`config.mk`:
```
export PLATFORM = sky130hd
export DESIGN_NAME = sse_engine
export DESIGN_NICKNAME = d
export VERILOG_FILES = /design/src/rtl/sse_pkg.sv /design/src/rtl/sse_gpio.sv /design/src/rtl/sse_shifter.sv /design/src/rtl/sse_engine.sv
export SDC_FILE = /design/constraint.sdc
export NUM_CORES = 1
export LEC_CHECK = 0
export BUFFER_PORTS_ARGS = -buffer_cell sky130_fd_sc_hd__buf_2
export CAP_MARGIN = 25
export CORE_MARGIN = 4
export CORE_UTILIZATION = 63
export CTS_CLUSTER_DIAMETER = 60
export DETAILED_ROUTE_END_ITERATION = 10
export PLACE_DENSITY = 0.78
export SETUP_SLACK_MARGIN = 0.3
export SLEW_MARGIN = 20
export SYNTH_ARGS = -nofsm -noshare
export SYNTH_HDL_FRONTEND = slang
export SYNTH_HIERARCHICAL = 1
export SYNTH_SLANG_ARGS = --single-unit
```
`constraint.sdc`:
```
create_clock -name clk -period 6.3 [get_ports clk]
set_clock_uncertainty 0.15 [all_clocks]
set_input_delay 0.945 -clock clk [delete_from_list [all_inputs] [get_ports clk]]
set_output_delay 0.945 -clock clk [all_outputs]
set_load 0.05 [all_outputs]
```
`src/rtl/sse_pkg.sv`:
```
package sse_pkg;
  typedef enum logic [3:0] {
    K_SHIFT, K_GSET, K_GRD, K_DIV, K_PRE_ON, K_PRE_OFF, K_CLKB, K_CLKY, K_BAD
  } op_kind_e;

  typedef enum logic [2:0] {S_OP, S_A0, S_A1, S_PAY, S_RUN, S_ERR} dec_st_e;

  localparam logic [7:0] ERR_TAG = 8'hFA;

  function automatic op_kind_e op_kind(input logic [7:0] op);
    if (!op[7]) return op[6] ? K_BAD : K_SHIFT;
    case (op)
      8'h80: return K_GSET;
      8'h81: return K_GRD;
      8'h86: return K_DIV;
      8'h8A: return K_PRE_OFF;
      8'h8B: return K_PRE_ON;
      8'h8E: return K_CLKB;
      8'h8F: return K_CLKY;
      default: return K_BAD;
    endcase
  endfunction

  // clocks per SCK half-period
  function automatic logic [31:0] half_cycles(input logic [31:0] div, input logic pre,
                                              input logic [31:0] pre_div);
    return (div + 32'd1) * (pre ? pre_div : 32'd1);
  endfunction
endpackage

```
`src/rtl/sse_gpio.sv`:
```
module sse_gpio #(
  parameter int W = 8
) (
  input  logic         clk,
  input  logic         rst_n,
  input  logic         load,
  input  logic [W-1:0] val,
  input  logic [W-1:0] dir,
  output logic [W-1:0] pin_out,
  output logic [W-1:0] pin_oe
);
  always_ff @(posedge clk) begin
    if (!rst_n) begin
      pin_out <= '0;
      pin_oe  <= '0;
    end else if (load) begin
      pin_out <= val;
      pin_oe  <= dir;
    end
  end
endmodule

```
`src/rtl/sse_shifter.sv`:
```
module sse_shifter #(
  parameter int HALF_W = 20,
  parameter int CNT_W  = 9
) (
  input  logic              clk,
  input  logic              rst_n,
  input  logic              go,
  input  logic [7:0]        tx,
  input  logic [CNT_W-1:0]  nbits,
  input  logic              lsb,
  input  logic              icn,
  input  logic              ocn,
  input  logic              drv,
  input  logic [HALF_W-1:0] half_m1,
  input  logic              sdi,
  output logic              sck,
  output logic              sdo,
  output logic              busy,
  output logic              done,
  output logic [7:0]        rx
);
  typedef enum logic [1:0] {H_IDLE, H_RUN, H_FIN} hst_e;
  hst_e              st_q;
  logic [HALF_W-1:0] cnt_q, hm_q;
  logic [CNT_W-1:0]  bit_q, nb_q;
  logic [7:0]        txq;
  logic              f_lsb, f_icn, f_ocn, f_drv;

  logic       tick, last_bit, cur_bit;
  logic [7:0] tx_adv, rx_samp;
  assign tick     = (st_q == H_RUN) && (cnt_q == '0);
  assign last_bit = (bit_q == nb_q - 1'b1);
  assign cur_bit  = f_lsb ? txq[0] : txq[7];
  assign tx_adv   = f_lsb ? {1'b0, txq[7:1]} : {txq[6:0], 1'b0};
  assign rx_samp  = f_lsb ? {sdi, rx[7:1]} : {rx[6:0], sdi};
  assign busy     = (st_q != H_IDLE);
  assign done     = (st_q == H_FIN);

  always_ff @(posedge clk) begin
    if (!rst_n) begin
      st_q <= H_IDLE; cnt_q <= '0; hm_q <= '0; bit_q <= '0; nb_q <= '0;
      txq <= '0; rx <= '0; sck <= 1'b0; sdo <= 1'b0;
      f_lsb <= 1'b0; f_icn <= 1'b0; f_ocn <= 1'b0; f_drv <= 1'b0;
    end else if (go && st_q != H_RUN) begin
      st_q <= H_RUN; cnt_q <= half_m1; hm_q <= half_m1;
      bit_q <= '0; nb_q <= nbits; rx <= '0;
      f_lsb <= lsb; f_icn <= icn; f_ocn <= ocn; f_drv <= drv;
      if (drv && ocn) begin
        sdo <= lsb ? tx[0] : tx[7];
        txq <= lsb ? {1'b0, tx[7:1]} : {tx[6:0], 1'b0};
      end else begin
        txq <= tx;
      end
    end else if (st_q == H_RUN) begin
      if (!tick) begin
        cnt_q <= cnt_q - 1'b1;
      end else begin
        cnt_q <= hm_q;
        sck   <= ~sck;
        if (!sck) begin
          if (!f_icn) rx <= rx_samp;
          if (f_drv && !f_ocn) begin sdo <= cur_bit; txq <= tx_adv; end
        end else begin
          if (f_icn) rx <= rx_samp;
          if (last_bit) st_q <= H_FIN;
          else begin
            bit_q <= bit_q + 1'b1;
            if (f_drv && f_ocn) begin sdo <= cur_bit; txq <= tx_adv; end
          end
        end
      end
    end else begin
      st_q <= H_IDLE;
    end
  end

  AST_SCK_ON_TICK: assert property (@(posedge clk) disable iff (!rst_n)
    (sck != $past(sck)) |-> $past(st_q == H_RUN && cnt_q == '0));
  AST_GO_WHEN_FREE: assert property (@(posedge clk) disable iff (!rst_n)
    go |-> (st_q != H_RUN));
  AST_BIT_BOUND: assert property (@(posedge clk) disable iff (!rst_n)
    (st_q == H_RUN) |-> (bit_q < nb_q));
  AST_IDLE_LOW: assert property (@(posedge clk) disable iff (!rst_n)
    (st_q != H_RUN) |-> !sck);
endmodule

```
`src/rtl/sse_engine.sv`:
```
module sse_engine
  import sse_pkg::*;
#(
  parameter int DIV_W    = 16,
  parameter int PRESCALE = 5
) (
  input  logic       clk,
  input  logic       rst_n,
  input  logic [7:0] cmd_data,
  input  logic       cmd_valid,
  output logic       cmd_ready,
  output logic [7:0] rsp_data,
  output logic       rsp_valid,
  output logic       sck,
  output logic       sdo,
  input  logic       sdi,
  input  logic [7:0] gpio_in,
  output logic [7:0] gpio_out,
  output logic [7:0] gpio_oe
);
  localparam int HALF_W = DIV_W + $clog2(PRESCALE) + 1;
  localparam int CNT_W  = 9;

  dec_st_e          st_q, st_d;
  logic [7:0]       op_q, a0_q, emit_d, go_tx;
  logic [15:0]      rem_q;
  logic [CNT_W-1:0] nbits_q, nb_go;
  logic [DIV_W-1:0] div_q;
  logic             pre_q, acc, go, emit, gload, single, drv, cap;
  logic             shf_busy, shf_done;
  logic [7:0]       shf_rx;
  logic [HALF_W-1:0] half_m1;
  op_kind_e         kq, kin;

  assign kq        = op_kind(op_q);
  assign kin       = op_kind(cmd_data);
  assign single    = (kq == K_CLKB) || (kq == K_SHIFT && op_q[1]);
  assign drv       = (kq == K_SHIFT) && op_q[4];
  assign cap       = (kq == K_SHIFT) && op_q[5];
  assign cmd_ready = (st_q == S_OP) || (st_q == S_A0) || (st_q == S_A1) || (st_q == S_PAY);
  assign acc       = cmd_valid && cmd_ready;
  assign half_m1   = HALF_W'(half_cycles(32'(div_q), pre_q, 32'(PRESCALE)) - 32'd1);

  always_comb begin
    st_d = st_q; go = 1'b0; go_tx = '0; nb_go = nbits_q;
    emit = 1'b0; emit_d = '0; gload = 1'b0;
    case (st_q)
      S_OP: if (acc) begin
        case (kin)
          K_SHIFT, K_GSET, K_DIV, K_CLKB, K_CLKY: st_d = S_A0;
          K_GRD: begin emit = 1'b1; emit_d = gpio_in; end
          K_BAD: begin emit = 1'b1; emit_d = ERR_TAG; st_d = S_ERR; end
          default: ;
        endcase
      end
      S_A0: if (acc) begin
        if (single) begin
          nb_go = (kq == K_CLKB) ? CNT_W'(cmd_data) + 1'b1 : CNT_W'(cmd_data[2:0]) + 1'b1;
          if (drv) st_d = S_PAY; else begin st_d = S_RUN; go = 1'b1; end
        end else st_d = S_A1;
      end
      S_A1: if (acc) begin
        if (kq == K_GSET) begin gload = 1'b1; st_d = S_OP; end
        else if (kq == K_DIV) st_d = S_OP;
        else begin
          nb_go = CNT_W'(8);
          if (drv) st_d = S_PAY; else begin st_d = S_RUN; go = 1'b1; end
        end
      end
      S_PAY: if (acc) begin go = 1'b1; go_tx = cmd_data; st_d = S_RUN; end
      S_RUN: if (shf_done) begin
        if (cap) begin emit = 1'b1; emit_d = shf_rx; end
        if (rem_q == '0) st_d = S_OP;
        else if (drv) st_d = S_PAY;
        else begin st_d = S_RUN; go = 1'b1; end
      end
      S_ERR: begin emit = 1'b1; emit_d = op_q; st_d = S_OP; end
      default: st_d = S_OP;
    endcase
  end

  always_ff @(posedge clk) begin
    if (!rst_n) begin
      st_q <= S_OP; op_q <= '0; a0_q <= '0; rem_q <= '0; nbits_q <= '0;
      div_q <= '0; pre_q <= 1'b1; rsp_valid <= 1'b0; rsp_data <= '0;
    end else begin
      st_q      <= st_d;
      rsp_valid <= emit;
      if (emit) rsp_data <= emit_d;
      if (acc && st_q == S_OP) begin
        op_q <= cmd_data;
        if (kin == K_PRE_ON)  pre_q <= 1'b1;
        if (kin == K_PRE_OFF) pre_q <= 1'b0;
      end
      if (acc && st_q == S_A0) begin
        a0_q <= cmd_data;
        if (single) begin rem_q <= '0; nbits_q <= nb_go; end
      end
      if (acc && st_q == S_A1) begin
        if (kq == K_DIV) div_q <= DIV_W'({cmd_data, a0_q});
        else if (kq != K_GSET) begin rem_q <= {cmd_data, a0_q}; nbits_q <= nb_go; end
      end
      if (st_q == S_RUN && shf_done && rem_q != '0) rem_q <= rem_q - 1'b1;
    end
  end

  sse_shifter #(.HALF_W(HALF_W), .CNT_W(CNT_W)) u_shf (
    .clk(clk), .rst_n(rst_n), .go(go), .tx(go_tx), .nbits(nb_go),
    .lsb(op_q[3]), .icn(op_q[2]), .ocn(op_q[0]), .drv(drv), .half_m1(half_m1),
    .sdi(sdi), .sck(sck), .sdo(sdo), .busy(shf_busy), .done(shf_done), .rx(shf_rx)
  );

  sse_gpio #(.W(8)) u_gpio (
    .clk(clk), .rst_n(rst_n), .load(gload), .val(a0_q), .dir(cmd_data),
    .pin_out(gpio_out), .pin_oe(gpio_oe)
  );

  AST_ACCEPT_NOT_BUSY: assert property (@(posedge clk) disable iff (!rst_n)
    (cmd_valid && cmd_ready) |-> !shf_busy);
  AST_CAP_RESP: assert property (@(posedge clk) disable iff (!rst_n)
    (shf_done && cap) |=> rsp_valid);
  AST_ERR_TAG: assert property (@(posedge clk) disable iff (!rst_n)
    (st_q == S_ERR) |-> (rsp_valid && rsp_data == ERR_TAG));
  AST_ERR_OP: assert property (@(posedge clk) disable iff (!rst_n)
    (st_q == S_ERR) |=> (rsp_valid && rsp_data == $past(op_q)));
  AST_GPIO_STABLE: assert property (@(posedge clk) disable iff (!rst_n)
    !(cmd_valid && cmd_ready) |=> ($stable(gpio_oe) && $stable(gpio_out)));
endmodule

```
== Word level (Yosys, flattened, before mapping) ==
Index checks and enable logic that the tools add are counted.

* Register bits: 168
* Input port bits: 20
* Word-level logic and storage cells: 227

* Add/subtract/negate cells: 8
* Multiply operators: 1
* Equality and inequality tests: 49
* Mux-type cells: 96
* Bitwise operators: 5
* Reduce and logical (&&, ||, !) cells: 43

{| class="wikitable"
|+ Operators with widths
! cell !! number
|-
| two-way mux 8 bit || 19
|-
| equality test 8 bit, second input constant || 14
|-
| two-way mux 9 bit || 11
|-
| two-way mux 16 bit || 6
|-
| two-way mux 20 bit || 3
|-
| case mux 4 bit (7 select lines) || 2
|-
| subtractor 20 x 1 -> 20 bit, second input constant || 2
|-
| two-way mux 1 bit || 33
|-
| two-way mux 3 bit || 11
|-
| case mux 8 bit (3 select lines) || 1
|-
| equality test 4 x 3 -> 1 bit, second input constant || 5
|-
| logical NOT 20 bit || 1
|-
| multiplier 17 x 3 -> 20 bit || 1
|-
| case mux 9 bit (2 select lines) || 1
|-
| adder 16 x 1 -> 17 bit, second input constant || 1
|-
| logical NOT 16 bit || 1
|-
| two-way mux 4 bit || 4
|-
| case mux 8 bit (2 select lines) || 1
|-
| nonzero test 16 bit || 1
|-
| subtractor 16 x 1 -> 16 bit, second input constant || 1
|-
| case mux 3 bit (5 select lines) || 1
|-
| logical AND 1 bit || 14
|-
| inequality test 2 bit, second input constant || 7
|-
| equality test 4 x 2 -> 1 bit, second input constant || 3
|-
| other kinds (35) || 58
|}

== Depth between registers and ports, before layout ==
* Depth in word-level cells: 14
* Depth in mapped cells: 21
* Depth with buffers taken out: 20

== Hierarchy ==
Netlist, hierarchy kept.

{| class="wikitable"
|+ Modules (own cells, without submodules)
! module !! instances !! cells an instance !! area each (um^2) !! seq. area each (um^2)
|-
| sse_engine || 1 || 681 || 5382.7 || 1401.3
|-
| sse_shifter || 1 || 579 || 4667.0 || 1641.6
|-
| sse_gpio || 1 || 51 || 615.6 || 320.3
|}

== Least setup slack after synthesis ==
No wires, ideal clock.

* Path kind: register to register
* Start point: reg div_q[0]
* End point: reg u_shf.cnt_q[19]
* Arrival time: 4.146 ns
* Data required time: 6.085 ns
* Setup slack: 1.939 ns
* Stages on the path, launching flop included: 21
* Period minus slack after synthesis: 4.361 ns
* Path through: dfxtp_1 inv_1 nor3_1 and3_1 clkbuf_1 nand3_1 xor2_1 nand2b_1 fa_1 inv_1 ha_1 and4_1 clkbuf_1 o2111ai_1 a31oi_1 o31ai_1 o311ai_0 o21ai_0 a21oi_1 nor2_1 nor2_1

* Word-level cells in the longest chain between the ends: 4

{| class="wikitable"
|+ Ends and longest elaborated chain
! element !! RTL line !! text
|-
| start: declaration || sse_engine.sv:28 || <nowiki>logic [DIV_W-1:0] div_q;</nowiki>
|-
| start signal: assignment || sse_engine.sv:100 || <nowiki>if (kq == K_DIV) div_q <= DIV_W'({cmd_data, a0_q});</nowiki>
|-
| adder 16 x 1 -> 17 bit || sse_pkg.sv:27 || <nowiki>return (div + 32'd1) * (pre ? pre_div : 32'd1);</nowiki>
|-
| multiplier 17 x 3 -> 20 bit || sse_pkg.sv:27 ||
|-
| subtractor 20 x 1 -> 20 bit || sse_engine.sv:42 || <nowiki>assign half_m1 = HALF_W'(half_cycles(32'(div_q), pre_q, 32'(PRESCALE)) - 32'd1);</nowiki>
|-
| via half_m1[19] || sse_engine.sv:32 || <nowiki>logic [HALF_W-1:0] half_m1;</nowiki>
|-
| two-way mux 20 bit || sse_shifter.sv:44 || <nowiki>end else if (go && st_q != H_RUN) begin</nowiki>
|-
| end signal: assignment || sse_shifter.sv:56 || <nowiki>cnt_q <= cnt_q - 1'b1;</nowiki>
|-
| end signal: assignment || sse_shifter.sv:58 || <nowiki>cnt_q <= hm_q;</nowiki>
|-
| end: declaration || sse_shifter.sv:24 || <nowiki>logic [HALF_W-1:0] cnt_q, hm_q;</nowiki>
|}

The timed path passes the listed nets, and every way through them passes these cells.
A chain may end at the register's enable or synchronous reset.

== Worst setup path after layout ==
Ends and elaborated chain as after synthesis.

==> results by group <==
Pwr
  – Clk pwr share: 27.4%
  – Sw Pwr: 1600 uW
  – Pwr dens: 336 nW/um^2
  – Internal power: 2260 uW
  – Combinational fraction of design power: 38.8%
  – Switching Share: 41.5%
  – Register share of total power: 33.8%
  – Reported leakage power: 0.00457 uW
  – VDD IR max: 0.000374 V

Critical path
  – CP most frequent cell: nor2_1
  – Setup CP Type: reg -> reg
  – CP max-delay cell: o311ai_0
  – CP bufs+invs: 2
  – Reg-to-Reg Start: div_q[0]
  – CP endpoint: u_shf/cnt_q[19]
  – CP Cell Sequence: ha_1 -> nand2_1 -> nor2_1 -> nand3_1 -> xor2_1 -> nand2b_1 -> inv_1 -> fa_1 -> inv_1 -> ha_1 -> and4_1 -> o2111ai_1 -> a31oi_1 -> o31ai_1 -> o311ai_0 -> o21ai_0 -> a21oi_1 -> nor2_1 -> nor2_1
  – First element of the critical path: div_q[0]
  – Worst path max stage delay: 560 ps
  – Reg2reg end: u_shf/cnt_q[19]
  – Levels on crit path: 19
  – Worst Setup End Kind: flop
  – Max Fanout on Critical Path: 7
  – Top Family by Delay on Critical Path: compound AO/OA/AOI/OAI gates
  – Worst setup SP type: flop
  – Reg2reg path depth: 19
  – WP data required: 6510 ps
  – CP arrival: 5020 ps
  – R2R Setup Slk: 1490 ps

GRT
  – GR Util All Layers: 26.3%
  – First-pass GRT wire length: 43.0 mm
  – Initial antenna violation count: 0
  – Aggregate global routing overflow: 0
  – Largest net degree at the start of global routing: 79
  – Vias in the first global route: 8867

Clock network
  – Clock tree buffer depth: 2
  – TritonCTS Buffers: 17
  – CTS resizes: 0
  – Clock Latency Late Sink: 430 ps
  – Htree depth: 4
  – CTS tree: built
  – Worst-path clk slew: 70 ps
  – # hold bufs at CTS: 0
  – Num Clock Sinks: 168
  – Post-CTS Setup Inserts: 0
  – Clock root buffer master: clkbuf_16

Yosys
  – Syn Inst Count: 1310
  – Syn. warnings: 6
  – Post-Syn Nets: 1375
  – Syn_area_per_cell: 8.14 um^2
  – Cell Area, Synth: 10700 um^2

Layout
  – Diodes inserted: 0
  – Area Growth Syn to Fin: 7.56%
  – Layout fillers: 1379
  – Register area: 3360 um^2
  – Final Net Count: 1372
  – Finished Core Util: 69.1%
  – Area of the multi-input gates: 6630 um^2
  – Share of layout cells above drive strength 1: 9.70%

Placement
  – Number of port buffers: 47
  – RePlAce Congestion: 0.916
  – Detail Placement HPWL: 17.7 mm

Floorplanning
  – Top Ports: 48
  – Rows: 47
  – Initial Util: 64.3%
  – Core footprint: 16600 um^2
  – Die Y: 138 um
  – Die Wd: 138 um
  – DIE AREA: 19100 um^2

Worst hold path
  – Hold Crit Start: u_shf/hm_q[4]
  – Worst hold-check path type: reg -> reg

Run status
  – Status: completed

Drt
  – Total length of routed wires: 25.9 mm
  – Final ANT Viol Nets: 0
  – Vias per inst: 6.20
  – Drt pass-1 iters: 5
  – Vias: 9544
  – DRT iter0 DRCs: 1065
  – Mean routed wirelength per cell: 16.8 um
  – Drc violations: 0

Timing
  – Worst slew pin tran: 1060 ps
  – RSZ-0062 raised after global routing: false
  – Final period utilization: 76.3%
  – Setup-failing EPs final: 0
  – Final hold vios: 0
  – Post-route minimum period: 4810 ps
  – Slew margin rel.: 29.0%
  – F_max: 208 MHz
  – Final Slew Violations: 0
  – Setup TNS: 0 ps

Job
  – Max-cap violations: 0
[worst min-delay path by stage]
stage,endpoint,cells after the start,slack (ps)
3_5_place_dp,rsp_data[2],2,300
5_1_grt,u_shf/sdo,2,340
4_1_cts,rsp_data[2],2,310
3_3_place_gp,rsp_data[2],2,290
2_1_floorplan,u_shf/txq[6],2,290
6_report,u_shf/hm_q[4],2,310
[area by class of cell]
cell class              count  share of cell area, %
well taps                 220                   2.40
flip-flops and latches    168                   29.3
multi-input cells         984                   57.8
repair buffers             58                   2.77
inverters                  78                   2.55
clock buffers              18                   3.83
clock inverters            13                   1.32
[worst min-delay path, cell delays in order, from the launching register on]
cell,delay [ps]
dfxtp_1,300
nand2_1,50
a21boi_0,60
[cell usage in the layout (no fill, tap or decap), drive strengths merged, types with 7 or more instances in the layout]
master and count:
xnor2 35, nand3 31, nor2 111, a21oi 81, o221a 7, nor2b 28
a211o 7, fa 15, mux2i 68, nor3 22, o21ai 49, nand4 14
a211oi 24, nor3b 8, buf 58, o31ai 13, nor4 15, ha 30
dfxtp 168, and2 13, and3 16, a21boi 43, or3 18, nand2b 18
o311ai 7, xor2 25, a222oi 8, or4 10, nand2 173, clkbuf 18
inv 87
[registers in the layout (all words and copies together) (netlist names), 2 cells and up]
signal          cells
div_q              16
u_gpio/pin_out      8
st_q                3
u_shf/st_q          2
nbits_q             9
rsp_data            8
a0_q                8
u_gpio/pin_oe       8
u_shf/rx            8
u_shf/cnt_q        20
u_shf/nb_q          9
op_q                8
u_shf/hm_q         20
u_shf/bit_q         9
u_shf/txq           8
rem_q              16
[through the flow]
| step | setup WS (ps) | power [uW] | hold slack, ps | std cells | cell area, um^2 |
|---|---|---|---|---|---|
| after detailed placement | 1520 | 2780 | 300 | 1508 | 10900 |
| after global routing | 1030 | 4090 | 337 | 1539 | 11500 |
| after global placement | 1670 | 2770 | 294 | 1508 | 10900 |
| after CTS | 1490 | 3850 | 312 | 1539 | 11500 |
| after floorplan | 1940 | 2460 | 289 | 1310 | 10700 |
| final | 1490 | 3860 | 311 | 1539 | 11500 |
[routing by layer]
metal | global-route usage, % | routed length, um | part of all wire [%] | vias to the layer above
met4 | 7.90 | 487 | 1.9 | 0
met1 | 35.5 | 11600 | 45 | 4526
met2 | 43.5 | 12200 | 47 | 331
li1 | - | - | - | 4642
met3 | 4.32 | 1590 | 6.2 | 45
met5 | 0 | 0 | 0 | -
[power groups by stage]
stage                     clock network (uW)  registers (uW)  logic (uW)
final                                   1060            1300        1500
after global routing                    1110            1320        1650
after CTS                               1070            1300        1480
after detailed placement                   0            1320        1460
after global placement                     0            1320        1450
after floorplan                            0            1330        1140
(Power assumes the default switching activity.)
